`src/rtl/cs_pkg.sv`:
```
package cs_pkg;
  localparam int ID_W      = 10;
  localparam int SLOT_W    = 8;
  localparam int SYM_W     = 4;
  localparam int SHIFT_W   = 4;
  localparam int NCS_BITS  = 8;
  localparam int N_SHIFTS  = 12;
  localparam int SYM_SLOT  = 14;
  localparam int WARMUP    = 1600;
  localparam int LFSR_LEN  = 31;
  localparam int CNT_W     = 16;

  typedef enum logic [1:0] {
    ST_IDLE   = 2'd0,
    ST_RUN    = 2'd1,
    ST_GATHER = 2'd2
  } cs_state_e;
endpackage

```
`src/rtl/cs_lfsr.sv`:
```
module cs_lfsr #(
  parameter int                LEN  = 31,
  parameter logic [LEN-1:0]    TAPS = 31'h9
) (
  input  logic           clk,
  input  logic           rst_n,
  input  logic           load,
  input  logic           step,
  input  logic [LEN-1:0] seed,
  output logic           head
);
  logic [LEN-1:0] s_q, s_d;
  logic           fb;

  assign fb   = ^(s_q & TAPS);
  assign head = s_q[0];

  always_comb begin
    s_d = s_q;
    if (load)      s_d = seed;
    else if (step) s_d = {fb, s_q[LEN-1:1]};
  end

  always_ff @(posedge clk or negedge rst_n) begin
    if (!rst_n) s_q <= '0;
    else if (load || step) s_q <= s_d;
  end
endmodule

```
`src/rtl/cs_gold_gen.sv`:
```
module cs_gold_gen
  import cs_pkg::*;
#(
  parameter int SEED_W = ID_W
) (
  input  logic              clk,
  input  logic              rst_n,
  input  logic              load,
  input  logic              step,
  input  logic [SEED_W-1:0] seed,
  output logic              bit_out
);
  localparam logic [LFSR_LEN-1:0] X1_TAPS = LFSR_LEN'(32'h0000_0009);
  localparam logic [LFSR_LEN-1:0] X2_TAPS = LFSR_LEN'(32'h0000_000F);
  localparam logic [LFSR_LEN-1:0] X1_INIT = LFSR_LEN'(32'h0000_0001);

  logic h1, h2;
  logic [LFSR_LEN-1:0] x2_init;

  assign x2_init = LFSR_LEN'(seed);

  cs_lfsr #(.LEN(LFSR_LEN), .TAPS(X1_TAPS)) u_x1 (
    .clk(clk), .rst_n(rst_n), .load(load), .step(step), .seed(X1_INIT), .head(h1)
  );
  cs_lfsr #(.LEN(LFSR_LEN), .TAPS(X2_TAPS)) u_x2 (
    .clk(clk), .rst_n(rst_n), .load(load), .step(step), .seed(x2_init), .head(h2)
  );

  assign bit_out = h1 ^ h2;
endmodule

```
`src/rtl/cs_pos_calc.sv`:
```
module cs_pos_calc
  import cs_pkg::*;
(
  input  logic [2:0]        numerology,
  input  logic [SLOT_W-1:0] slot_idx,
  input  logic [SYM_W-1:0]  sym_l,
  input  logic [SYM_W-1:0]  sym_start,
  output logic [CNT_W-1:0]  steps
);
  logic [SLOT_W-1:0] slot_red;
  logic [CNT_W-1:0]  sym_pos;

  always_comb begin
    unique case (numerology)
      3'd0:    slot_red = SLOT_W'(slot_idx % SLOT_W'(10));
      3'd1:    slot_red = SLOT_W'(slot_idx % SLOT_W'(20));
      3'd2:    slot_red = SLOT_W'(slot_idx % SLOT_W'(40));
      3'd3:    slot_red = SLOT_W'(slot_idx % SLOT_W'(80));
      default: slot_red = SLOT_W'(slot_idx % SLOT_W'(160));
    endcase
  end

  assign sym_pos = CNT_W'(SYM_SLOT) * CNT_W'(slot_red) + CNT_W'(sym_l) + CNT_W'(sym_start);
  assign steps   = CNT_W'(WARMUP) + sym_pos * CNT_W'(NCS_BITS);
endmodule

```
`src/rtl/cs_mod_combine.sv`:
```
module cs_mod_combine
  import cs_pkg::*;
(
  input  logic [SHIFT_W:0]    shift_sum,
  input  logic [NCS_BITS-1:0] ncs,
  output logic [SHIFT_W-1:0]  idx
);
  localparam int SUM_W = NCS_BITS + 2;
  logic [SUM_W-1:0] total;

  assign total = SUM_W'(shift_sum) + SUM_W'(ncs);
  assign idx   = SHIFT_W'(total % SUM_W'(N_SHIFTS));
endmodule

```
`src/rtl/cs_shift_gen.sv`:
```
module cs_shift_gen
  import cs_pkg::*;
(
  input  logic               clk,
  input  logic               rst_n,
  input  logic               start,
  input  logic               hop_id_en,
  input  logic [ID_W-1:0]    hop_id,
  input  logic [ID_W-1:0]    cell_id,
  input  logic [2:0]         numerology,
  input  logic [SLOT_W-1:0]  slot_idx,
  input  logic [SYM_W-1:0]   sym_l,
  input  logic [SYM_W-1:0]   sym_start,
  input  logic [SHIFT_W-1:0] cs_init,
  input  logic [SHIFT_W-1:0] cs_extra,
  output logic               cs_valid,
  output logic [SHIFT_W-1:0] cs_idx
);
  localparam int BIT_W = $clog2(NCS_BITS);

  cs_state_e           state_q, state_d;
  logic [CNT_W-1:0]    cnt_q, cnt_d;
  logic [BIT_W-1:0]    bpos_q, bpos_d;
  logic [NCS_BITS-1:0] acc_q, acc_d;
  logic [SHIFT_W:0]    ssum_q, ssum_d;
  logic                valid_d;
  logic [SHIFT_W-1:0]  idx_d;
  logic                busy;

  logic                accept, load, step, gold_bit, last_bit;
  logic [CNT_W-1:0]    steps;
  logic [ID_W-1:0]     seed;
  logic [NCS_BITS-1:0] ncs_final;
  logic [SHIFT_W-1:0]  idx_calc;

  assign busy      = (state_q != ST_IDLE);
  assign accept    = start && (state_q == ST_IDLE);
  assign seed      = hop_id_en ? hop_id : cell_id;
  assign load      = accept;
  assign step      = ((state_q == ST_RUN) && (cnt_q != '0)) || (state_q == ST_GATHER);
  assign last_bit  = (state_q == ST_GATHER) && (bpos_q == BIT_W'(NCS_BITS - 1));
  assign ncs_final = {gold_bit, acc_q[NCS_BITS-1:1]};

  cs_pos_calc u_pos (
    .numerology(numerology), .slot_idx(slot_idx), .sym_l(sym_l),
    .sym_start(sym_start), .steps(steps)
  );

  cs_gold_gen #(.SEED_W(ID_W)) u_gold (
    .clk(clk), .rst_n(rst_n), .load(load), .step(step), .seed(seed), .bit_out(gold_bit)
  );

  cs_mod_combine u_comb (
    .shift_sum(ssum_q), .ncs(ncs_final), .idx(idx_calc)
  );

  always_comb begin
    state_d = state_q;
    cnt_d   = cnt_q;
    bpos_d  = bpos_q;
    acc_d   = acc_q;
    ssum_d  = ssum_q;
    valid_d = 1'b0;
    idx_d   = cs_idx;
    unique case (state_q)
      ST_IDLE: begin
        if (start) begin
          state_d = ST_RUN;
          cnt_d   = steps;
          ssum_d  = {1'b0, cs_init} + {1'b0, cs_extra};
        end
      end
      ST_RUN: begin
        if (cnt_q == '0) begin
          state_d = ST_GATHER;
          bpos_d  = '0;
        end else begin
          cnt_d = cnt_q - 1'b1;
        end
      end
      ST_GATHER: begin
        acc_d  = ncs_final;
        bpos_d = bpos_q + 1'b1;
        if (last_bit) begin
          state_d = ST_IDLE;
          valid_d = 1'b1;
          idx_d   = idx_calc;
        end
      end
      default: state_d = ST_IDLE;
    endcase
  end

  always_ff @(posedge clk or negedge rst_n) begin
    if (!rst_n) begin
      state_q  <= ST_IDLE;
      cnt_q    <= '0;
      bpos_q   <= '0;
      acc_q    <= '0;
      ssum_q   <= '0;
      cs_valid <= 1'b0;
      cs_idx   <= '0;
    end else begin
      state_q  <= state_d;
      cnt_q    <= cnt_d;
      bpos_q   <= bpos_d;
      acc_q    <= acc_d;
      ssum_q   <= ssum_d;
      cs_valid <= valid_d;
      cs_idx   <= idx_d;
    end
  end
endmodule

```
`config.mk`:
```
export PLATFORM = sky130hd
export DESIGN_NAME = cs_shift_gen
export DESIGN_NICKNAME = d
export VERILOG_FILES = /design/src/rtl/cs_pkg.sv /design/src/rtl/cs_lfsr.sv /design/src/rtl/cs_gold_gen.sv /design/src/rtl/cs_pos_calc.sv /design/src/rtl/cs_mod_combine.sv /design/src/rtl/cs_shift_gen.sv
export SDC_FILE = /design/constraint.sdc
export NUM_CORES = 1
export LEC_CHECK = 0
export ABC_AREA = 1
export BUFFER_PORTS_ARGS = -buffer_cell sky130_fd_sc_hd__clkbuf_2
export CORE_UTILIZATION = 40
export CTS_CLUSTER_DIAMETER = 150
export CTS_CLUSTER_SIZE = 40
export DETAILED_ROUTE_END_ITERATION = 10
export PLACE_DENSITY = 0.53
export SLEW_MARGIN = 20
export SYNTH_ARGS = -nofsm -noshare
export SYNTH_HDL_FRONTEND = slang
export SYNTH_SLANG_ARGS = --single-unit
```
`constraint.sdc`:
```
create_clock -name clk -period 2.7 [get_ports clk]
set_input_delay 0.135 -clock clk [delete_from_list [all_inputs] [get_ports clk]]
set_output_delay 0.135 -clock clk [all_outputs]
set_load 0.02 [all_outputs]
```
# --- Word-level counts from Yosys, hierarchy flattened ---
# Cells that the tools add are included.
totals:
  in_bits: 51
  mem_bits_rw: 0
  mem_count: 0
  register_bits: 101
  latchBits: 0
  output_inout_bits: 5
  rom_bits: 0
  word_cells: 71
classes:
  add_sub_neg: 7
  n_div: 6
  order_cmp: 0
  eq_ne: 10
  muxes: 17
  mul: 1
  n_shift: 0
  n_reduce_logical: 20
  bitwise_logic: 1
ops:
  columns: ["cell", "n"]
  rows:
  - ["$mux W31", 4]
  - ["$reduce_xor A31 Y1", 2]
  - ["$mux W16", 2]
  - ["$pmux W16 S2", 1]
  - ["$pmux W8 S4", 1]
  - ["$add A11 B16 Y16 const A", 1]
  - ["$logic_not A16 Y1", 1]
  - ["$reduce_bool A16 Y1", 1]
  - ["$sub A16 B1 Y16 const B", 1]
  - ["$add A12 B4 Y13", 1]
  - ["$add A13 B4 Y13", 1]
  - ["$mul A3 B8 Y11 const A", 1]
  - ["$mod A10 B4 Y10 const B", 1]
  - ["$mux W10", 1]
  - ["$add A5 B8 Y9", 1]
  - ["$mod A8 B4 Y8 const B", 1]
  - ["$mod A8 B5 Y8 const B", 1]
  - ["$mod A8 B6 Y8 const B", 1]
  - ["$mod A8 B7 Y8 const B", 1]
  - ["$mod A8 B8 Y8 const B", 1]
  - ["$reduce_and A2 Y1", 4]
  - ["$eq A3 B2 Y1 const B", 2]
  - ["$mux W2", 3]
  - ["$ne A2 B2 Y1 const B", 3]
  - ["other kinds (18)", 25]

# --- Depth between registers and ports, before layout ---
# Gate-level depths: netlist of run 1.
logic_depth:
  ltp_word: 8
  mapped_depth: 75
  ltp_nobuf: 74

# --- By module ---
# Synthesis of run 1 repeated with hierarchy kept, for this count alone.
hier_totals:
  cells_unflattened: 1248
  area_unflattened_um2: 8763.4
by_module_without_submodules:
  columns: ["module", "n_inst", "seq_area_each_um2", "cells_each", "area_per_inst_um2"]
  rows:
  - ["cs_pos_calc", 1, 0.0, 508, 3065.4]
  - ["cs_shift_gen", 1, 950.9, 309, 2376.0]
  - ["cs_lfsr (u_gold.u_x2)", 1, 775.7, 158, 1382.6]
  - ["cs_lfsr (u_gold.u_x1)", 1, 775.7, 173, 1370.1]
  - ["cs_mod_combine", 1, 0.0, 93, 543.0]
  - ["cs_gold_gen", 1, 0.0, 7, 26.3]

# --- Worst setup path after synthesis of run 1 ---
# OpenSTA, ideal clock, no wires.
synth_timing:
  path_type: "input port to flip-flop"
  from: "input numerology[2]"
  to: "register cnt_q[14]"
  setup_time_ps: 77
  stages: 64
  setup_slack_ps: -6454
  path_buffers: 0
  arrival_time_ps: 9076
  required_time_ps: 2623
  path_cell_list: "nor2_1 nand2_1 ha_1 nor2_1 o21bai_1 nand2_1 a21oi_2 nand2_1 o21ai_0 ha_1 o21ai_1 nand2_1 nand2_1 nand2_1 nand2_1 nand2_1 nand2_1 o21ai_0 (+28 left out) inv_1 ha_1 fa_1 ha_1 a21oi_1 nand2_1 xor2_1 ha_1 inv_1 nor2_1 inv_1 nand3_1 nand2_1 nor2_1 nand2_1 nand2_1 nand3_1 a21oi_1"
synth_via:
  elab_chain_cells: 8
  word_cells_on_any_way: 11
  cone_classes: "add/sub (3); mul (1); eq/ne (3); mux (3); reduce/logical (1)"
synth_rtl:
  columns: ["item", "line", "source"]
  rows:
  - ["start, declared", "cs_shift_gen.sv:10", "input logic [2:0] numerology,"]
  - ["$eq A3 B2 Y1, or another cell as far along", "cs_pos_calc.sv:14", "unique case (numerology)"]
  - ["$pmux W8 S4 (*)", "cs_pos_calc.sv:14", null]
  - ["$mul A3 B8 Y11 (*)", "cs_pos_calc.sv:23", "assign sym_pos = CNT_W'(SYM_SLOT) * CNT_W'(slot_red) + CNT_W'(sym_l) + CNT_W'(sym_start);"]
  - ["$add A12 B4 Y13 (*)", "cs_pos_calc.sv:23", null]
  - ["$add A13 B4 Y13 (*)", "cs_pos_calc.sv:23", null]
  - ["$add A11 B16 Y16 (*)", "cs_pos_calc.sv:24", "assign steps = CNT_W'(WARMUP) + sym_pos * CNT_W'(NCS_BITS);"]
  - ["$mux W16 (*)", "cs_shift_gen.sv:67", "if (start) begin"]
  - ["$pmux W16 S2 (*)", "cs_shift_gen.sv:65", "unique case (state_q)"]
  - ["end signal, assigned", "cs_shift_gen.sv:105", "cnt_q <= cnt_d;"]
  - ["end, declared", "cs_shift_gen.sv:22", "logic [CNT_W-1:0] cnt_q, cnt_d;"]
# Mark *: on every way between the ends. The rest lies on a longest branch, timed or not. The select of a mux whose other input is x is not followed.
# A chain may end at the register's enable or synchronous reset.

# --- Worst setup path in the final report of run 1 ---
layout_timing:
  from: "input numerology[1]"
  to: "register cnt_q[14]"
# Same word-level chain as after synthesis.

==> results of run 1 <==
## cell families (layout without fill, tap and decap cells)
kind of cell               Yosys count  after routing  synth area share
adders and majority gates           68             68            0.1195
and+or+nand+nor                    545            545            0.3141
xor gates and xnor gates            30             30           0.03448
AOI/OAI and AO/OA                  144            144            0.1071
buffers and inverters              181            415           0.09639
DFF                                100            100            0.3284
## synthesized netlist by cell type, types with 8 or more instances
cell | number | area [µm²]
sky130_fd_sc_hd__nand2_1 | 306 | 1149
sky130_fd_sc_hd__nand3_1 | 141 | 705.7
sky130_fd_sc_hd__inv_1 | 138 | 518.0
sky130_fd_sc_hd__dfrtp_1 | 100 | 2502
sky130_fd_sc_hd__o21ai_0 | 65 | 325.3
sky130_fd_sc_hd__ha_1 | 60 | 750.7
sky130_fd_sc_hd__nor2_1 | 47 | 176.4
sky130_fd_sc_hd__a21oi_1 | 41 | 205.2
sky130_fd_sc_hd__clkbuf_1 | 23 | 86.33
sky130_fd_sc_hd__xor2_1 | 20 | 175.2
sky130_fd_sc_hd__nand4_1 | 14 | 87.58
sky130_fd_sc_hd__o211ai_1 | 11 | 82.58
sky130_fd_sc_hd__nand3_2 | 10 | 100.1
sky130_fd_sc_hd__xnor2_1 | 10 | 87.58
sky130_fd_sc_hd__buf_2 | 8 | 40.04
sky130_fd_sc_hd__fa_1 | 8 | 160.2
## worst max-delay path by stage
stage | to | cells after the start
final | cnt_q[14] | 66
after floorplan | cnt_q[14] | 64
after CTS | cnt_q[13] | 67
after detailed placement | cnt_q[14] | 65
after global routing | cnt_q[14] | 66
after global placement | cnt_q[14] | 63
## registers in the layout (all words and copies together) (netlist names)
register,cells
u_gold.u_x2.s_q,31
acc_q,7
ssum_q,5
cnt_q,16
state_q,2
cs_valid,1
cs_idx,4
bpos_q,3
u_gold.u_x1.s_q,31
## layout by cell type, fill, tap and decap left out, types with 22 or more instances in the layout
cell type,Yosys,final
sky130_fd_sc_hd__nor2_1,47,36
sky130_fd_sc_hd__ha_1,60,28
sky130_fd_sc_hd__nand2_2,3,50
sky130_fd_sc_hd__nand3_1,141,125
sky130_fd_sc_hd__inv_1,138,124
sky130_fd_sc_hd__nand3_2,10,22
sky130_fd_sc_hd__ha_4,0,29
sky130_fd_sc_hd__o21ai_0,65,48
sky130_fd_sc_hd__nand2_1,306,247
sky130_fd_sc_hd__clkbuf_2,0,52
sky130_fd_sc_hd__a21oi_1,41,33
sky130_fd_sc_hd__dfrtp_1,100,100
sky130_fd_sc_hd__buf_4,2,191
## metal layers
metal | up-vias | share of wire | wire (µm) | global-route usage
met1 | 3496 | 0.49 | 9711 | 0.2729
li1 | 3940 | - | - | -
met4 | 0 | 0.0078 | 157 | 0.04511
met5 | - | 0 | 0 | 0
met2 | 81 | 0.49 | 9771 | 0.3353
met3 | 14 | 0.018 | 364 | 0.02632
## final cells by class
| type | instances | share of cell area |
|---|---|---|
| clock buffer | 9 | 0.02043 |
| tap | 234 | 0.02656 |
| inverter | 140 | 0.04835 |
| sequential | 100 | 0.2270 |
| timing repair inverter | 1 | 0.0006810 |
| multi-input combinational | 787 | 0.4967 |
| clock inverter | 7 | 0.006696 |
| timing repair buffer | 258 | 0.1736 |
## repair_timing
item                                   CTS  global route
gates cloned                             1             1
endpoints found under the hold margin   46             0
hold buffers                             1             0
setup endpoints to repair               12            67
gates resized for setup                 57           134
pin swaps                               62            97
buffers inserted                        36            20
## per-stage QoR
step                      setup WS, ns  cell area [µm²]  TNS [ns]  utilization
after global routing            -6.364            11020    -67.08       0.5894
after global placement          -6.239             9334    -65.24       0.4990
after CTS                       -5.685            10170    -59.93       0.5436
after detailed placement        -6.409             9334    -67.09       0.4990
after floorplan                 -5.717             7824    -58.89            -
final                           -5.838            11020    -61.47       0.5894
## worst max-delay path: cells and delay by family
kind / cells / cell delay [ns]
AOI/OAI and AO/OA: 6 / 0.81
xor gates and xnor gates: 1 / 0.19
adders and majority gates: 10 / 3.04
buffers and inverters: 10 / 0.82
and+or+nand+nor: 39 / 3.83
==> impl_metrics.py, run 1 <==
metrics = {
    "setup_path": {
        "worst_path_max_delay_cell": "sky130_fd_sc_hd__fa_1",
        "critical_path.max_fanout": 5,
        "worst_reg_to_reg_cells": 13,
        "critical_path.reg2reg.endpoint": "cs_idx[3]",
        "timing.critical_path.required_ns": 2.97,
        "crit_path_start_kind": "input port",
        "setup.worst_path.class": "input port to flip-flop",
        "worstPathArrival_ns": 8.81,
        "worstSetupEndpointType": "flip-flop",
        "cpMostUsedCell": "sky130_fd_sc_hd__nand2_2",
        "worstReg2RegStart": "acc_q[1]",
        "critPathMaxStageDelay_ns": 0.51,
        "setup.reg_to_reg.worst_slack_ns": 0.08,
        "worst_setup_path_startpoint": "numerology[1]",
    },
    "routing": {
        "drtPass1Iterations": 5,
        "antenna_left": 0,
        "first_iter_violations": 292,
        "wirelength_mm": 20.01,
        "remaining_drcs": 0,
        "route.detailed.wl_per_inst_um": 13.02,
        "detailroute.via_count": 7531,
        "avgViaCountPerCell": 4.903,
    },
    "global_routing": {
        "globalRouteOverflowTotal": 0,
        "global_route_wire_length_before_repair_mm": 32.61,
        "antenna_violations_before_repair": 0,
        "groute.usage.overall": 0.1997,
        "vias_in_the_first_global_route": 7161,
        "pin_count_of_the_biggest_net_entering_global_routing": 60,
    },
    "worst_hold_path": {
        "timing.hold.worst_endpoint": "ssum_q[0]",
        "worstHoldPathType": "input port to flip-flop",
        "holdCritStartpoint": "cs_extra[0]",
        "min_delay_path_depth": 4,
    },
    "sta": {
        "worst_slew_pin_slew_ns": 0.6098,
        "final.period_utilization": 3.162,
        "final.setup_skew_ns": 0.01601,
        "final_critical_path_setup_slack_ns": -5.838,
        "report.final.setup_viol": 11,
        "finalCriticalPeriod_ns": 8.538,
        "clock.fmax_ghz": 0.1171,
        "hold_viol": 0,
        "max_slew_margin": 0.5934,
        "drv_slew": 0,
        "unrepaired_setup_endpoints_after_global_routing": "yes",
        "final.hold.worst_slack_ns": 0.1261,
    },
    "clock_network": {
        "clk-insertion-delay-late_ns": 0.35,
        "root_buffer_cell": "sky130_fd_sc_hd__clkbuf_16",
        "cts-root-to-sink-buffers": 2,
        "number_of_clock_sinks": 100,
        "htreeDepth": 3,
        "cts_buffers": 9,
        "cts_tree": "built",
        "cts.reportedPaths.clkPinSlew_ns": 0.08,
    },
    "synthesis": {
        "yosysUniqueCellTypes": 45,
        "synth_seq_cells": 100,
        "synth.yosys.seq_area_share": 0.3284,
        "synth_area_per_cell_um2": 7.135,
        "synth_fp_nets": 1187,
        "netlist_area_um2": 7620,
        "postSynthCellCount": 1068,
        "yosys_most_used_dff": "sky130_fd_sc_hd__dfrtp_1",
        "synth-edff-count": 0,
        "asyncSetResetFlopFracSynth": 1.000,
        "yosysWarnings": 0,
    },
    "outcome": {
        "status": "finished, violations left",
        "violated_checks": "setup timing",
    },
    "floorplanning": {
        "num_rows": 50,
        "die_area_um2": 19610,
        "start_util": 0.4074,
        "io-pin-count": 56,
        "die-width_um": 140.0,
        "die_y_um": 140.0,
        "coreArea_um2": 18710,
    },
    "finish": {
        "combined_area_of_the_multi_input_logic_cells_um2": 5475,
        "finalNetCount": 1416,
        "ff_latch_area_um2": 2502,
        "synthToLayoutAreaGrowth_pct": 44.68,
        "layoutNonFillerInstCount": 1536,
        "final_layout_size_suffix_gt1_frac": 0.3618,
        "antenna-diode-count": 0,
        "fillCellCount": 1727,
    },
    "placed_design": {
        "port_buffers": 55,
        "hpwlAfterDp_mm": 13.26,
        "finalWeightedCongestion": 0.8771,
        "dp_cells": 1462,
    },
    "run": {
        "max_cap_viol_count": 0,
    },
}
Power of run 1 is left out: the tool's default activity adds up to more than one toggle a clock period on the data nets, which glitch-free logic cannot reach.
==> run 2: changes to the inputs <==
--- a/config.mk
+++ b/config.mk
@@ -5,7 +5,6 @@
 export SDC_FILE = /design/constraint.sdc
 export NUM_CORES = 1
 export LEC_CHECK = 0
-export ABC_AREA = 1
 export BUFFER_PORTS_ARGS = -buffer_cell sky130_fd_sc_hd__clkbuf_2
 export CORE_UTILIZATION = 40
 export CTS_CLUSTER_DIAMETER = 150
==> impl_metrics.py, run 2 <==
metrics = {
    "placed_design": {
        "dp_cells": 1294,
        "placedInstanceArea_um2": 9333,
        "port_buffers": 55,
        "hpwlAfterDp_mm": 12.72,
        "finalWeightedCongestion": 0.8477,
    },
    "sta": {
        "final.hold.worst_slack_ns": 0.1008,
        "max_slew_margin": 0.4468,
        "unrepaired_setup_endpoints_after_global_routing": "yes",
        "report.final.setup_viol": 13,
        "clock.fmax_ghz": 0.1074,
        "drv_slew": 0,
        "finalCriticalPeriod_ns": 9.308,
        "hold_viol": 0,
        "setup_tns_ns": -70.23,
        "final_critical_path_setup_slack_ns": -6.608,
        "worst_slew_pin_slew_ns": 0.8280,
        "final.setup_skew_ns": 0.005664,
        "final.period_utilization": 3.448,
    },
    "routing": {
        "avgViaCountPerCell": 5.048,
        "route.detailed.wl_per_inst_um": 13.19,
        "drtPass1Iterations": 10,
        "first_iter_violations": 253,
        "wirelength_mm": 17.69,
        "detailroute.via_count": 6769,
        "remaining_drcs": 3,
        "antenna_left": 0,
    },
    "finish": {
        "finalNetCount": 1226,
        "most_frequent_cells_in_the_layout": "sky130_fd_sc_hd__buf_4, sky130_fd_sc_hd__nand2_1, sky130_fd_sc_hd__dfrtp_1",
        "final_common_cell": "sky130_fd_sc_hd__buf_4",
        "synthToLayoutAreaGrowth_pct": 37.24,
        "final_layout_size_suffix_gt1_frac": 0.3579,
        "layoutNonFillerInstCount": 1341,
        "antenna-diode-count": 0,
        "ff_latch_area_um2": 2502,
        "combined_area_of_the_multi_input_logic_cells_um2": 5284,
        "fillCellCount": 1681,
        "reg.largest.list": "u_gold.u_x1.s_q (31), u_gold.u_x2.s_q (31), cnt_q (16)",
        "stdcell_area_um2": 10330,
    },
    "setup_path": {
        "worstSetupEndpointType": "flip-flop",
        "critical_path.reg2reg.endpoint": "cs_idx[3]",
        "worst_reg_to_reg_cells": 13,
        "critical_path.max_fanout": 5,
        "timing.critical_path.required_ns": 2.94,
        "worstPathArrival_ns": 9.55,
        "worstReg2RegStart": "acc_q[1]",
        "worst_setup_path_startpoint": "numerology[1]",
        "worst_path_max_delay_cell": "sky130_fd_sc_hd__or4b_4",
        "crit_path_start_kind": "input port",
        "setup.worst_path.class": "input port to flip-flop",
        "critPathMaxStageDelay_ns": 0.53,
        "setup.reg_to_reg.worst_slack_ns": -0.36,
        "timing.critical_path.to": "cnt_q[11]",
        "cpMostUsedCell": "sky130_fd_sc_hd__o21a_1",
    },
    "clock_network": {
        "cts_buffers": 9,
        "cts_tree": "built",
        "htreeDepth": 3,
        "number_of_clock_sinks": 100,
        "cts.reportedPaths.clkPinSlew_ns": 0.07,
        "cts-root-to-sink-buffers": 2,
        "clk-insertion-delay-late_ns": 0.35,
        "root_buffer_cell": "sky130_fd_sc_hd__clkbuf_16",
    },
    "worst_hold_path": {
        "worstHoldPathType": "input port to flip-flop",
    },
    "synthesis": {
        "synth.yosys.seq_area_share": 0.3325,
        "synth_seq_cells": 100,
        "asyncSetResetFlopFracSynth": 1.000,
        "synthMostInstantiatedCell": "sky130_fd_sc_hd__nand2_1",
        "synth_area_leader_cell": "sky130_fd_sc_hd__dfrtp_1",
        "synth_top_area_share": 0.3325,
        "netlist_area_um2": 7526,
        "synth_area_per_cell_um2": 8.475,
        "yosys_most_used_dff": "sky130_fd_sc_hd__dfrtp_1",
        "synth_fp_nets": 1007,
        "yosysWarnings": 0,
        "synth-edff-count": 0,
        "synth.top_cells.by_area": "sky130_fd_sc_hd__dfrtp_1, sky130_fd_sc_hd__ha_1, sky130_fd_sc_hd__nand2_1",
        "postSynthCellCount": 888,
        "synthTopCellsByCount": "sky130_fd_sc_hd__nand2_1, sky130_fd_sc_hd__dfrtp_1, sky130_fd_sc_hd__o21ai_0",
        "yosysUniqueCellTypes": 87,
    },
    "run": {
        "max_cap_viol_count": 0,
    },
    "global_routing": {
        "globalRouteOverflowTotal": 0,
        "pin_count_of_the_biggest_net_entering_global_routing": 101,
        "global_route_wire_length_before_repair_mm": 29.61,
        "antenna_violations_before_repair": 0,
        "groute.usage.overall": 0.1854,
        "vias_in_the_first_global_route": 6377,
    },
    "outcome": {
        "violated_checks": "DRC, setup timing",
        "status": "finished, violations left",
    },
    "floorplanning": {
        "coreArea_um2": 18210,
        "die_area_um2": 19370,
        "die_y_um": 139.2,
        "die-width_um": 139.2,
        "num_rows": 49,
        "start_util": 0.4133,
        "io-pin-count": 56,
    },
}
-- run 2: metrics by stage --
step,util,setup WS (ns)
after global placement,0.5125,-7.041
after CTS,0.5389,-6.670
final,0.5672,-6.608
after floorplan,-,-7.083
after detailed placement,0.5125,-7.282
after global routing,0.5672,-6.967
-- run 2: area by class of cell --
| class | instances | area share |
|---|---|---|
| multi-input cells | 704 | 0.5116 |
| clock inverters | 6 | 0.003876 |
| repair buffers | 249 | 0.1755 |
| flip-flops and latches | 100 | 0.2423 |
| well taps | 229 | 0.02774 |
| clock buffers | 10 | 0.02314 |
| inverters | 43 | 0.01587 |
-- run 2: critical path, delay by kind of cell --
| kind | cells | cell delay, ns |
|---|---|---|
| adders and majority gates | 9 | 2.72 |
| and+or+nand+nor | 10 | 1.85 |
| AOI/OAI and AO/OA | 19 | 3.39 |
| muxes | 3 | 0.82 |
| buffers and inverters | 4 | 0.23 |
| xor gates and xnor gates | 2 | 0.38 |
-- run 2: cell families (layout without fill, tap and decap cells) --
logic type,count (synthesis),count (layout),share of synthesized area
and+or+nand+nor,321,321,0.1967
muxes,25,25,0.03691
DFF,100,100,0.3325
xor gates and xnor gates,42,42,0.04888
buffers and inverters,84,308,0.04804
adders and majority gates,68,68,0.1210
AOI/OAI and AO/OA,248,248,0.2160
-- run 2: layer usage --
| layer | global-route usage | vias up | share of wire |
|---|---|---|---|
| met5 | 0 | - | 0 |
| met4 | 0.04678 | 0 | 0.0081 |
| met3 | 0.02383 | 8 | 0.019 |
| met2 | 0.3139 | 68 | 0.48 |
| met1 | 0.2503 | 3144 | 0.49 |
| li1 | - | 3549 | - |
-- run 2: timing repair --
| action | 4_1_cts | 5_1_grt |
|---|---|---|
| gates cloned | 0 | 1 |
| pin swaps | 32 | 35 |
| setup endpoints to repair | 13 | 38 |
| hold endpoints to repair | 100 | 0 |
| resized for setup | 16 | 73 |
| hold buffers | 1 | 0 |
| setup buffers | 17 | 13 |
-- run 2: worst min-delay path by stage --
stage / start / slack (ns) / cells past startpoint / end
2_1_floorplan: rst_n / -0.16 / 0 / acc_q[1]
3_3_place_gp: rst_n / 0.25 / 2 / cs_idx[2]
3_5_place_dp: rst_n / 0.24 / 2 / cs_valid
4_1_cts: cs_extra[0] / 0.09 / 4 / ssum_q[0]
5_1_grt: cs_extra[0] / 0.14 / 4 / ssum_q[0]
6_report: cs_extra[0] / 0.10 / 4 / ssum_q[0]
Power of run 2 is left out for the same reason.
==> run 3: changes to the inputs <==
--- a/config.mk
+++ b/config.mk
@@ -15,3 +15,4 @@
 export SYNTH_ARGS = -nofsm -noshare
 export SYNTH_HDL_FRONTEND = slang
 export SYNTH_SLANG_ARGS = --single-unit
+export TNS_END_PERCENT = 50
==> impl_metrics.py, run 3 (same netlist as run 2, synthesis figures left out) <==
metrics = {
    "sta": {
        "final.period_utilization": 3.457,
        "unrepaired_setup_endpoints_after_global_routing": "yes",
        "final.hold.worst_slack_ns": 0.1018,
        "finalCriticalPeriod_ns": 9.334,
        "clock.fmax_ghz": 0.1071,
        "final.setup_skew_ns": 0.009796,
        "hold_viol": 0,
        "worst_slew_pin_slew_ns": 0.5956,
        "max_slew_margin": 0.6029,
        "drv_slew": 0,
        "final_critical_path_setup_slack_ns": -6.634,
        "report.final.setup_viol": 13,
    },
    "clock_network": {
        "cts_buffers": 9,
        "cts-root-to-sink-buffers": 2,
        "cts_tree": "built",
        "root_buffer_cell": "sky130_fd_sc_hd__clkbuf_16",
        "number_of_clock_sinks": 100,
        "htreeDepth": 3,
        "clk-insertion-delay-late_ns": 0.35,
        "cts.reportedPaths.clkPinSlew_ns": 0.07,
    },
    "setup_path": {
        "worstSetupEndpointType": "flip-flop",
        "worst_path_max_delay_cell": "sky130_fd_sc_hd__or4b_4",
        "timing.critical_path.required_ns": 2.93,
        "worstPathArrival_ns": 9.56,
        "critical_path.max_fanout": 6,
        "critPathMaxStageDelay_ns": 0.51,
        "setup.worst_path.class": "input port to flip-flop",
        "cpMostUsedCell": "sky130_fd_sc_hd__o21a_1",
        "crit_path_start_kind": "input port",
    },
    "floorplanning": {
        "io-pin-count": 56,
        "die_y_um": 139.2,
        "start_util": 0.4133,
        "coreArea_um2": 18210,
        "num_rows": 49,
        "die_area_um2": 19370,
        "die-width_um": 139.2,
    },
    "outcome": {
        "violated_checks": "DRC, setup timing",
        "status": "finished, violations left",
    },
    "routing": {
        "first_iter_violations": 278,
        "avgViaCountPerCell": 5.107,
        "drtPass1Iterations": 9,
        "route.detailed.wl_per_inst_um": 13.27,
        "wirelength_mm": 17.65,
        "remaining_drcs": 7,
        "antenna_left": 0,
        "detailroute.via_count": 6792,
    },
    "placed_design": {
        "port_buffers": 55,
        "finalWeightedCongestion": 0.8572,
        "dp_worst_setup_slack_ns": -7.180,
        "hpwlAfterDp_mm": 13.02,
    },
    "global_routing": {
        "globalRouteOverflowTotal": 0,
        "global_route_wire_length_before_repair_mm": 29.68,
        "groute.usage.overall": 0.1843,
        "vias_in_the_first_global_route": 6421,
        "antenna_violations_before_repair": 0,
        "pin_count_of_the_biggest_net_entering_global_routing": 70,
    },
    "finish": {
        "final_layout_size_suffix_gt1_frac": 0.3315,
        "final_common_cell": "sky130_fd_sc_hd__nand2_1",
        "synthToLayoutAreaGrowth_pct": 34.36,
        "reg.largest.list": "u_gold.u_x1.s_q (31), u_gold.u_x2.s_q (31), cnt_q (16)",
        "fillCellCount": 1702,
        "antenna-diode-count": 0,
        "most_frequent_cells_in_the_layout": "sky130_fd_sc_hd__nand2_1, sky130_fd_sc_hd__buf_4, sky130_fd_sc_hd__dfrtp_1",
        "finalNetCount": 1215,
    },
    "worst_hold_path": {
        "worstHoldPathType": "input port to flip-flop",
    },
    "run": {
        "max_cap_viol_count": 0,
    },
}
[run 3: changes by cell type in the layout (fill, tap and decap cells not counted), moves of 3 or more]
cell	previous run	this run
sky130_fd_sc_hd__clkinv_2	3	0
sky130_fd_sc_hd__o21ai_2	9	6
sky130_fd_sc_hd__buf_4	186	177
sky130_fd_sc_hd__a21oi_1	23	30
sky130_fd_sc_hd__clkinvlp_4	1	4
sky130_fd_sc_hd__a2111oi_2	3	0
sky130_fd_sc_hd__a21oi_2	12	6
[run 3: worst max-delay path: cells and delay by family]
kind / cells / cell delay, ns
compound gates: 21 / 3.37
buf+inv: 5 / 0.36
fa+ha+maj: 9 / 2.64
mux: 4 / 1.13
simple gates: 8 / 1.72
xor+xnor: 1 / 0.18
[run 3: metrics by stage]
stage,TNS [ns],instances,cell area [µm²],util
2_1_floorplan,-74.20,888,7667,-
3_3_place_gp,-75.18,1294,9275,0.5094
3_5_place_dp,-76.69,1294,9275,0.5094
4_1_cts,-70.00,1317,9784,0.5373
5_1_grt,-75.65,1330,10110,0.5553
6_report,-70.72,1330,10110,0.5553
[run 3: cell type report]
| type | count | area, µm² | area share |
|---|---|---|---|
| timing repair buffer | 238 | 1705 | 0.1686 |
| multi-input combinational | 704 | 5130 | 0.5073 |
| tap | 229 | 286.5 | 0.02833 |
| clock inverter | 7 | 98.84 | 0.009775 |
| sequential | 100 | 2502 | 0.2475 |
| clock buffer | 9 | 225.2 | 0.02227 |
| inverter | 43 | 163.9 | 0.01621 |
[run 3: metal layers]
| layer | up-vias | track usage | routed length [µm] |
|---|---|---|---|
| met5 | - | 0 | 0 |
| met3 | 23 | 0.01865 | 431 |
| li1 | 3535 | - | - |
| met2 | 101 | 0.3153 | 8370 |
| met4 | 0 | 0.04327 | 267 |
| met1 | 3133 | 0.2503 | 8580 |
[run 3: timing repair]
item | CTS | global route
hold buffers | 1 | 0
resized for setup | 23 | 42
setup buffers | 6 | 12
hold endpoints to repair | 42 | 0
endpoints found under the setup margin | 13 | 28
gates cloned | 0 | 1
pin swaps | 24 | 25
[run 3: final timing paths]
kind / from / endpoint / slack (ns) / cells after the start
max in group asynchronous: rst_n / cnt_q[14] / 1.55 / 3
hold / removal: cs_extra[0] / ssum_q[0] / 0.10 / 4
min in group asynchronous: rst_n / cs_valid / 0.33 / 2
setup / recovery: numerology[2] / cnt_q[15] / -6.63 / 48
hold reg to reg: u_gold.u_x2.s_q[5] / u_gold.u_x2.s_q[5] / 0.48 / 2
setup reg to reg: acc_q[1] / cs_idx[3] / -0.43 / 13
Power of run 3 is left out for the same reason.
